<file path="src/rtl/seg_xlate_pkg.sv">
package seg_xlate_pkg;

    localparam int VA_W       = 32;
    localparam int PAGE_SHIFT = 12;
    localparam int MASK_W     = 8;
    localparam int ASID_W     = 8;
    localparam int PFN_W      = 20;
    localparam int ATTR_W     = 3;
    localparam int CODE_W     = 4;
    localparam int PA_W       = PFN_W + PAGE_SHIFT;
    localparam int VPN2_W     = VA_W - PAGE_SHIFT - 1;

    localparam logic [1:0] MODE_KERNEL = 2'd0;
    localparam logic [1:0] MODE_SUPER  = 2'd1;

    localparam logic [1:0] ACC_LOAD  = 2'd0;
    localparam logic [1:0] ACC_STORE = 2'd1;
    localparam logic [1:0] ACC_FETCH = 2'd2;

    localparam logic [CODE_W-1:0] RC_OK      = CODE_W'(0);
    localparam logic [CODE_W-1:0] RC_BADADDR = CODE_W'(-1);
    localparam logic [CODE_W-1:0] RC_NOHIT   = CODE_W'(-2);
    localparam logic [CODE_W-1:0] RC_INVALID = CODE_W'(-3);
    localparam logic [CODE_W-1:0] RC_DIRTY   = CODE_W'(-4);
    localparam logic [CODE_W-1:0] RC_RINH    = CODE_W'(-5);
    localparam logic [CODE_W-1:0] RC_XINH    = CODE_W'(-6);

    typedef enum logic [1:0] {
        SEG_BAD      = 2'd0,
        SEG_MAPPED   = 2'd1,
        SEG_DIRECT_C = 2'd2,
        SEG_DIRECT_U = 2'd3
    } seg_e;

    typedef struct packed {
        logic [PFN_W-1:0]  pfn;
        logic [ATTR_W-1:0] attr;
        logic              valid;
        logic              dirty;
        logic              xinh;
        logic              rinh;
    } half_t;

    localparam int HALF_W = $bits(half_t);

    typedef struct packed {
        logic [VPN2_W-1:0] vpn2;
        logic [MASK_W-1:0] mask;
        logic [ASID_W-1:0] asid;
        logic              glob;
        logic              hinv;
        half_t             even;
        half_t             odd;
    } entry_t;

    typedef struct packed {
        logic              vld;
        logic [PA_W-1:0]   pa;
        logic [CODE_W-1:0] code;
        logic [ATTR_W-1:0] attr;
    } result_t;

endpackage

</file>
<file path="src/rtl/seg_decode.sv">
module seg_decode
    import seg_xlate_pkg::*;
(
    input  logic [2:0] va_top_i,
    input  logic [1:0] mode_i,
    output seg_e       seg_o
);

    logic is_kernel;
    logic is_super;

    assign is_kernel = (mode_i == MODE_KERNEL);
    assign is_super  = (mode_i == MODE_SUPER);

    always_comb begin
        seg_o = SEG_BAD;
        if (!va_top_i[2]) begin
            seg_o = SEG_MAPPED;
        end else begin
            unique case (va_top_i[1:0])
                2'b00: seg_o = is_kernel ? SEG_DIRECT_C : SEG_BAD;
                2'b01: seg_o = is_kernel ? SEG_DIRECT_U : SEG_BAD;
                2'b10: seg_o = (is_kernel || is_super) ? SEG_MAPPED : SEG_BAD;
                default: seg_o = is_kernel ? SEG_MAPPED : SEG_BAD;
            endcase
        end
    end

endmodule

</file>
<file path="src/rtl/pair_tlb.sv">
module pair_tlb
    import seg_xlate_pkg::*;
#(
    parameter int ENTRIES = 16,
    localparam int IDX_W  = (ENTRIES > 1) ? $clog2(ENTRIES) : 1
) (
    input  logic              clk_i,
    input  logic              rst_ni,
    input  logic              wr_en_i,
    input  logic [IDX_W-1:0]  wr_idx_i,
    input  entry_t            wr_entry_i,
    input  logic [VA_W-1:0]   lk_va_i,
    input  logic [ASID_W-1:0] lk_asid_i,
    output logic              hit_o,
    output half_t             half_o,
    output logic [PA_W-1:0]   pa_o
);

    localparam entry_t RST_ENTRY = '{hinv: 1'b1, default: '0};

    entry_t tbl_d [ENTRIES];
    entry_t tbl_q [ENTRIES];

    always_comb begin
        for (int i = 0; i < ENTRIES; i++) begin
            tbl_d[i] = tbl_q[i];
        end
        if (wr_en_i && (int'(wr_idx_i) < ENTRIES)) begin
            tbl_d[wr_idx_i] = wr_entry_i;
        end
    end

    always_ff @(posedge clk_i or negedge rst_ni) begin
        if (!rst_ni) begin
            for (int i = 0; i < ENTRIES; i++) begin
                tbl_q[i] <= RST_ENTRY;
            end
        end else begin
            for (int i = 0; i < ENTRIES; i++) begin
                tbl_q[i] <= tbl_d[i];
            end
        end
    end

    logic [ENTRIES-1:0] hit_vec;
    logic [VPN2_W-1:0]  va_vpn2;

    assign va_vpn2 = lk_va_i[VA_W-1:PAGE_SHIFT+1];

    for (genvar g = 0; g < ENTRIES; g++) begin : g_cmp
        logic [VPN2_W-1:0] care;
        logic              tag_ok;
        assign care      = ~{{(VPN2_W-MASK_W){1'b0}}, tbl_q[g].mask};
        assign tag_ok    = tbl_q[g].glob || (tbl_q[g].asid == lk_asid_i);
        assign hit_vec[g] = !tbl_q[g].hinv && tag_ok
                            && (((va_vpn2 ^ tbl_q[g].vpn2) & care) == '0);
    end

    logic [IDX_W-1:0] sel_idx;

    always_comb begin
        sel_idx = '0;
        for (int i = ENTRIES - 1; i >= 0; i--) begin
            if (hit_vec[i]) begin
                sel_idx = IDX_W'(i);
            end
        end
    end

    entry_t            ent;
    logic [MASK_W:0]   odd_onehot;
    logic              odd_sel;
    logic [PA_W-1:0]   off_mask;

    assign ent        = tbl_q[sel_idx];
    assign odd_onehot = {ent.mask, 1'b1} & ~{1'b0, ent.mask};
    assign odd_sel    = |(lk_va_i[PAGE_SHIFT +: MASK_W+1] & odd_onehot);
    assign off_mask   = PA_W'({ent.mask, {PAGE_SHIFT{1'b1}}});

    assign hit_o  = |hit_vec;
    assign half_o = odd_sel ? ent.odd : ent.even;
    assign pa_o   = ({half_o.pfn, {PAGE_SHIFT{1'b0}}} & ~off_mask)
                  | (PA_W'(lk_va_i) & off_mask);

endmodule

</file>
<file path="src/rtl/seg_xlate.sv">
module seg_xlate
    import seg_xlate_pkg::*;
#(
    parameter int              ENTRIES       = 16,
    parameter logic [2:0]      CACHED_ATTR   = 3'd3,
    parameter logic [2:0]      UNCACHED_ATTR = 3'd2,
    localparam int             IDX_W         = (ENTRIES > 1) ? $clog2(ENTRIES) : 1
) (
    input  logic              clk_i,
    input  logic              rst_ni,
    input  logic              req_valid_i,
    input  logic [VA_W-1:0]   va_i,
    input  logic [1:0]        acc_i,
    input  logic [1:0]        mode_i,
    input  logic [ASID_W-1:0] asid_i,
    input  logic              wr_en_i,
    input  logic [IDX_W-1:0]  wr_idx_i,
    input  logic [VPN2_W-1:0] wr_vpn2_i,
    input  logic [MASK_W-1:0] wr_mask_i,
    input  logic [ASID_W-1:0] wr_asid_i,
    input  logic              wr_global_i,
    input  logic              wr_hinv_i,
    input  logic [HALF_W-1:0] wr_even_i,
    input  logic [HALF_W-1:0] wr_odd_i,
    output logic              valid_o,
    output logic [PA_W-1:0]   pa_o,
    output logic [CODE_W-1:0] code_o,
    output logic [ATTR_W-1:0] attr_o
);

    localparam logic [PA_W-1:0] DIRECT_MASK = PA_W'({3'b000, {(VA_W-3){1'b1}}});

    seg_e            seg;
    logic            tlb_hit;
    half_t           tlb_half;
    logic [PA_W-1:0] tlb_pa;
    entry_t          wr_entry;

    assign wr_entry = '{vpn2: wr_vpn2_i, mask: wr_mask_i, asid: wr_asid_i,
                        glob: wr_global_i, hinv: wr_hinv_i,
                        even: half_t'(wr_even_i), odd: half_t'(wr_odd_i)};

    seg_decode u_seg (
        .va_top_i (va_i[VA_W-1:VA_W-3]),
        .mode_i   (mode_i),
        .seg_o    (seg)
    );

    pair_tlb #(.ENTRIES(ENTRIES)) u_tlb (
        .clk_i      (clk_i),
        .rst_ni     (rst_ni),
        .wr_en_i    (wr_en_i),
        .wr_idx_i   (wr_idx_i),
        .wr_entry_i (wr_entry),
        .lk_va_i    (va_i),
        .lk_asid_i  (asid_i),
        .hit_o      (tlb_hit),
        .half_o     (tlb_half),
        .pa_o       (tlb_pa)
    );

    result_t res_d, res_q;
    logic    is_store, is_fetch, is_load;

    assign is_store = (acc_i == ACC_STORE);
    assign is_fetch = (acc_i == ACC_FETCH);
    assign is_load  = !is_store && !is_fetch;

    always_comb begin
        res_d     = '0;
        res_d.vld = req_valid_i;
        if (req_valid_i) begin
            unique case (seg)
                SEG_BAD: res_d.code = RC_BADADDR;
                SEG_DIRECT_C: begin
                    res_d.pa   = PA_W'(va_i) & DIRECT_MASK;
                    res_d.attr = CACHED_ATTR;
                end
                SEG_DIRECT_U: begin
                    res_d.pa   = PA_W'(va_i) & DIRECT_MASK;
                    res_d.attr = UNCACHED_ATTR;
                end
                default: begin
                    if (!tlb_hit) begin
                        res_d.code = RC_NOHIT;
                    end else if (!tlb_half.valid) begin
                        res_d.code = RC_INVALID;
                    end else if (is_load && tlb_half.rinh) begin
                        res_d.code = RC_RINH;
                    end else if (is_fetch && tlb_half.xinh) begin
                        res_d.code = RC_XINH;
                    end else if (is_store && !tlb_half.dirty) begin
                        res_d.code = RC_DIRTY;
                    end else begin
                        res_d.pa   = tlb_pa;
                        res_d.attr = tlb_half.attr;
                    end
                end
            endcase
        end
    end

    always_ff @(posedge clk_i or negedge rst_ni) begin
        if (!rst_ni) begin
            res_q <= '0;
        end else begin
            res_q <= res_d;
        end
    end

    assign valid_o = res_q.vld;
    assign pa_o    = res_q.pa;
    assign code_o  = res_q.code;
    assign attr_o  = res_q.attr;

endmodule

</file>
<file path="config.mk">
export PLATFORM = sky130hd
export DESIGN_NAME = seg_xlate
export DESIGN_NICKNAME = d
export VERILOG_FILES = /design/src/rtl/seg_xlate_pkg.sv /design/src/rtl/seg_decode.sv /design/src/rtl/pair_tlb.sv /design/src/rtl/seg_xlate.sv
export SDC_FILE = /design/constraint.sdc
export NUM_CORES = 2
export LEC_CHECK = 0
export BUFFER_PORTS_ARGS = -buffer_cell sky130_fd_sc_hd__buf_2
export CORE_UTILIZATION = 63
export DETAILED_ROUTE_END_ITERATION = 12
export PLACE_DENSITY = 0.85
export REMOVE_ABC_BUFFERS = 1
export SYNTH_ARGS = -nofsm -noshare
export SYNTH_HDL_FRONTEND = slang
export SYNTH_SLANG_ARGS = --single-unit
</file>
<file path="constraint.sdc">
create_clock -name clk_i -period 5.6 [get_ports clk_i]
set_input_delay 1.4 -clock clk_i [delete_from_list [all_inputs] [get_ports clk_i]]
set_output_delay 1.4 -clock clk_i [all_outputs]
set_load 0.05 [all_outputs]
</file>
**Yosys cells after proc, flatten, opt, wreduce, memory -nomap -nowiden**

Index checks and enable logic that the tools add are counted.

- Bits of input ports: 143
- Word-level logic and storage cells: 502
- Output and inout bits: 40
- Flip-flop bits (word level): 1496

- Equality and inequality tests: 23
- $lt $le $gt $ge: 3
- Reduce and logical (&&, ||, !) cells: 95
- Bitwise gates (word level): 57
- Mux-type cells: 48

Operator list:

| kind | number |
|---|---|
| $bwmux W1456 | 1 |
| $bmux W91 S4 | 1 |
| $demux W91 S4 | 1 |
| $and A19 B19 Y19 | 16 |
| $logic_not A19 Y1 | 16 |
| $not A8 Y19 | 16 |
| $xor A19 B19 Y19 | 16 |
| $mux W32 | 5 |
| $mux W72 | 2 |
| $eq A8 B8 Y1 | 16 |
| $mux W91 | 1 |
| $mux W4 | 21 |
| $pmux W32 S2 | 1 |
| $mux W39 | 1 |
| $logic_and A1 B1 Y1 | 37 |
| $and A32 B20 Y32 | 1 |
| $and A32 B32 Y32 | 1 |
| $not A20 Y32 | 1 |
| $or A32 B32 Y32 | 1 |
| $mux W27 | 1 |
| $logic_not A1 Y1 | 19 |
| $and A9 B9 Y9 | 2 |
| $logic_or A1 B1 Y1 | 17 |
| $reduce_or A16 Y1 | 1 |
| other kinds (15) | 31 |

**Longest topological paths before layout**

- Depth after elaboration: 38
- Gate-level depth with buffers: 25
- Depth with buffers taken out: 17

**Cells and area by module**

A second synthesis with hierarchy kept.

- Cell total of the unflattened synthesis: 5696
- Area, all modules: 71175.8 um2

By module, submodules not included:

| module | area an instance (um2) | instances | seq. area each (um2) | cells an instance |
|---|---|---|---|---|
| pair_tlb | 69601.8 | 1 | 36455.0 | 5589 |
| seg_xlate | 1540.2 | 1 | 1001.0 | 103 |
| seg_decode | 33.8 | 1 | 0.0 | 4 |

**Least setup slack after synthesis**

OpenSTA, ideal clock, no wires.

- Kind: input -> register
- Start: input va_i[14]
- End: register res_q (netlist bit pa_o[10])
- Arrival time: 5.947 ns
- Data required time: 5.468 ns
- Setup slack: -0.479 ns
- Cell stages on the path: 21
- Cell sequence: buf_2 xnor2_1 o22ai_1 or4_1 or3_1 o21a_1 o21ai_2 o21a_1 buf_4 buf_4 buf_2 mux2i_1 o22ai_1 a31o_2 a311o_1 nor4_4 mux2i_1 nor4_4 a21oi_1 clkbuf_1 nor2_1

RTL lines:

| item | line | RTL |
|---|---|---|
| from (decl) | seg_xlate.sv:12 | `input logic [VA_W-1:0] va_i,` |
| to (signal assigned) | seg_xlate.sv:107 | `res_q <= res_d;` |
| to (decl) | seg_xlate.sv:62 | `result_t res_d, res_q;` |

==> results.tsv <==
metric	value	unit
DRC Markers	0	
RSZ-0062 raised after global routing	yes	
Reg-to-Reg Start	u_tlb.tbl_q[350]$_DFFE_PN0P_	
final hold viol count	0	
Iteration-0 DRC Markers	6073	
DR WL/cell	27.3	um
reg2reg setup slack	140	ps
CTS Buf Count	152	
Initial Util	0.639	
Most Crowded Layer GR	met2	
Worst Hold Path Cells	1	
M3 GR Usage	0.0841	
Reg area	37500	um^2
total power draw	32.0	mW
Final Max Tran Viols	0	
critical path class	in2reg	
Pwr Density	385	nW/um^2
commonest non-fill, non-tap cells in the layout	dfrtp_1 (1480), mux2_2 (1457), nand2_1 (922)	
post-route setup slack	-315	ps
utilization after layout	0.749	
critical path fanouts, max	8	
Area growth syn-to-layout	17.2	%
Seq/Total Area, Yosys	0.528	
EDFF count, synth	0	
Clock Tree Buf Depth	3	
vias per cell	6.62	
Design Area, Final	83200	um^2
pin count of the biggest net entering global routing	169	
IO Port Bufs	182	
Synthesis Warnings	0	
core area	111000	um^2
share of cells above drive strength 1	0.409	
worst hold endpoint	u_tlb.tbl_q[1204]$_DFFE_PN0P_	
most common cell after layout, fill and taps aside	dfrtp_1	
Async S/R FF share, synth	1.00	
outcome	finished, violations left	
VDD IR max	0.000366	V
ANT nets after route	0	
TritonRoute pass-1 iters	6	
synthesized area per cell	11.9	um^2
met1 GRT Util	0.485	
final setup violation count	39	
# clock sinks	1496	
Syn Std Cell Area	71000	um^2
R2R depth	24	
H-tree lvl count	4	
Yosys top cell by area	dfrtp_1	
fin crit period	5920	ps
Hold Startpoint	u_tlb.tbl_q[1204]$_DFFE_PN0P_	
clock-pin slew on the worst setup and hold paths	60	ps
reg-to-reg endpoint	pa_o[8]$_DFF_PN0_	
fillcell total	6466	
Top Ports	183	
initial antenna violation count	29	
via count	52000	
DIE AREA	114000	um^2
CP arrival	6610	ps
Netlist cell types	75	
Post-Route WL	214000	um
Slew headroom	0.203	
slowest stage delay, CP	470	ps
Skew-Pair Late Insertion Delay	770	ps
Least-Margin Pin Slew	1190	ps
Die W	338	um
crit path max-delay cell type	nor4_4	
Post-Synthesis Cells	5960	
CTS tree	yes	
Rows	122	
Worst setup SP type	input pin	
crit path capture type	flip-flop	
die height	338	um
Synth Register Bits	1496	
number of global-route vias before repair	53000	
Worst Skew	23.7	ps
Main synth FF type	dfrtp_1	
grt ovf	0	
nets	6369	
failing checks	negative setup slack	
Worst EP required	6300	ps
FMAX	169	MHz
Detail Placement HPWL	121000	um
worst hold path class	reg2reg	
first-pass GRT wire length	318000	um
Placed Area	75400	um^2
GR Util met2	0.571	
total global-route track usage	0.367	
RePlAce Congestion	1.04	
top cells by area, synth	dfrtp_1 (52%), mux2_2 (23%), nand2_1 (4.9%)	
Lkg Pwr	36.9	nW
Max Cap Violations	0	
Setup TNS	-10540	ps
Root Driver	clkbuf_16	
post-synth top area share	0.522	
Multi-input gate area	33400	um^2
final period utilization	1.06	
repair_timing:
action / CTS / global route
endpoints found under the hold margin: 0 / 0
pin swaps: 78 / 90
gates cloned: 2 / 5
resized for setup: 220 / 183
endpoints found under the setup margin: 39 / 39
hold buffers: 0 / 0
buffers inserted: 39 / 32
how the worst max path moves through the flow:
stage / start / end / slack (ps) / cells after the start
floorplan: va_i[19] / pa_o[13]$_DFF_PN0_ / -9880 / 17
global placement: va_i[15] / pa_o[14]$_DFF_PN0_ / -1260 / 24
detailed placement: va_i[15] / pa_o[14]$_DFF_PN0_ / -1320 / 24
CTS: asid_i[3] / pa_o[14]$_DFF_PN0_ / -40 / 29
global route: va_i[16] / pa_o[13]$_DFF_PN0_ / -340 / 25
finish: va_i[16] / pa_o[8]$_DFF_PN0_ / -320 / 26
power by group:
part,leakage (nW),switching (mW),total (mW),internal (mW)
sequential,18.4,1.85,15.1,13.3
clock,2.46,4.35,10.3,5.93
combinational,16.1,3.04,6.62,3.58
total,36.9,9.23,32.0,22.8
registers in the layout (all words and copies together) (netlist names):
signal	count
code_o	4
valid_o	1
pa_o	32
u_tlb.tbl_q	1456
attr_o	3
kinds of logic (layout without fill, tap and decap cells):
group / after synthesis / after routing / synth area share
multiplexers: 1583 / 1583 / 0.249
flip-flops: 1496 / 1496 / 0.528
AND/OR/NAND/NOR: 1399 / 1399 / 0.0875
AO/OA/AOI/OAI: 529 / 529 / 0.0527
buffers and inverters: 519 / 905 / 0.0297
XOR/XNOR: 432 / 432 / 0.0533
adder cells (fa/ha/maj): 2 / 2 / 0.000352
other: 0 / 11 / 0
worst max-delay path: cells and delay by family:
family / cells / cell delay [ps]
multiplexers: 1 / 70
AND/OR/NAND/NOR: 6 / 1630
buffers and inverters: 10 / 1650
XOR/XNOR: 1 / 350
AO/OA/AOI/OAI: 8 / 1490
per-layer routing:
layer / vias to the layer above / routed length, um
li1: 21500 / -
met5: - / 171
met1: 26600 / 81400
met3: 817 / 21100
met4: 28 / 11400
met2: 3033 / 100000
per-stage QoR:
step	setup WS, ps	instances	hold WS (ps)
2_1_floorplan	-9880	5456	479
3_3_place_gp	-1260	7495	486
3_5_place_dp	-1320	7495	492
4_1_cts	-41.8	7806	505
5_1_grt	-342	7842	512
6_report	-315	7845	504
cell usage after synthesis, types with 4 or more instances:
library cell,count
nor3_1,11
or4_1,11
or3_1,8
a211oi_1,92
buf_1,33
o22ai_1,70
dfrtp_1,1480
a22oi_1,9
nand3_1,146
and3_1,133
xnor2_1,226
nand4_1,27
mux2i_1,123
a311oi_1,17
inv_1,14
a41o_1,7
nand4b_1,5
dfstp_2,16
and2_1,7
nand3b_1,5
nor2_1,42
a2111oi_0,6
o2111ai_1,9
a31oi_1,82
o21ai_0,19
nor4_1,62
a211o_1,4
nand2_1,926
buf_2,71
xor2_1,206
a21o_1,6
a311o_1,6
o211ai_1,94
o21a_1,6
a21oi_1,53
clkbuf_1,384
buf_4,13
o21ai_1,13
mux2_2,1459
layout make-up:
class | instances | area share
sequential | 1496 | 0.450
multi-input combinational | 3945 | 0.401
timing repair buffer | 614 | 0.0649
clock buffer | 238 | 0.0562
tap | 1488 | 0.0224
clock inverter | 38 | 0.00460
inverter | 15 | 0.000706
antenna | 11 | 0.000331
Power figures use the tool's default switching activity.
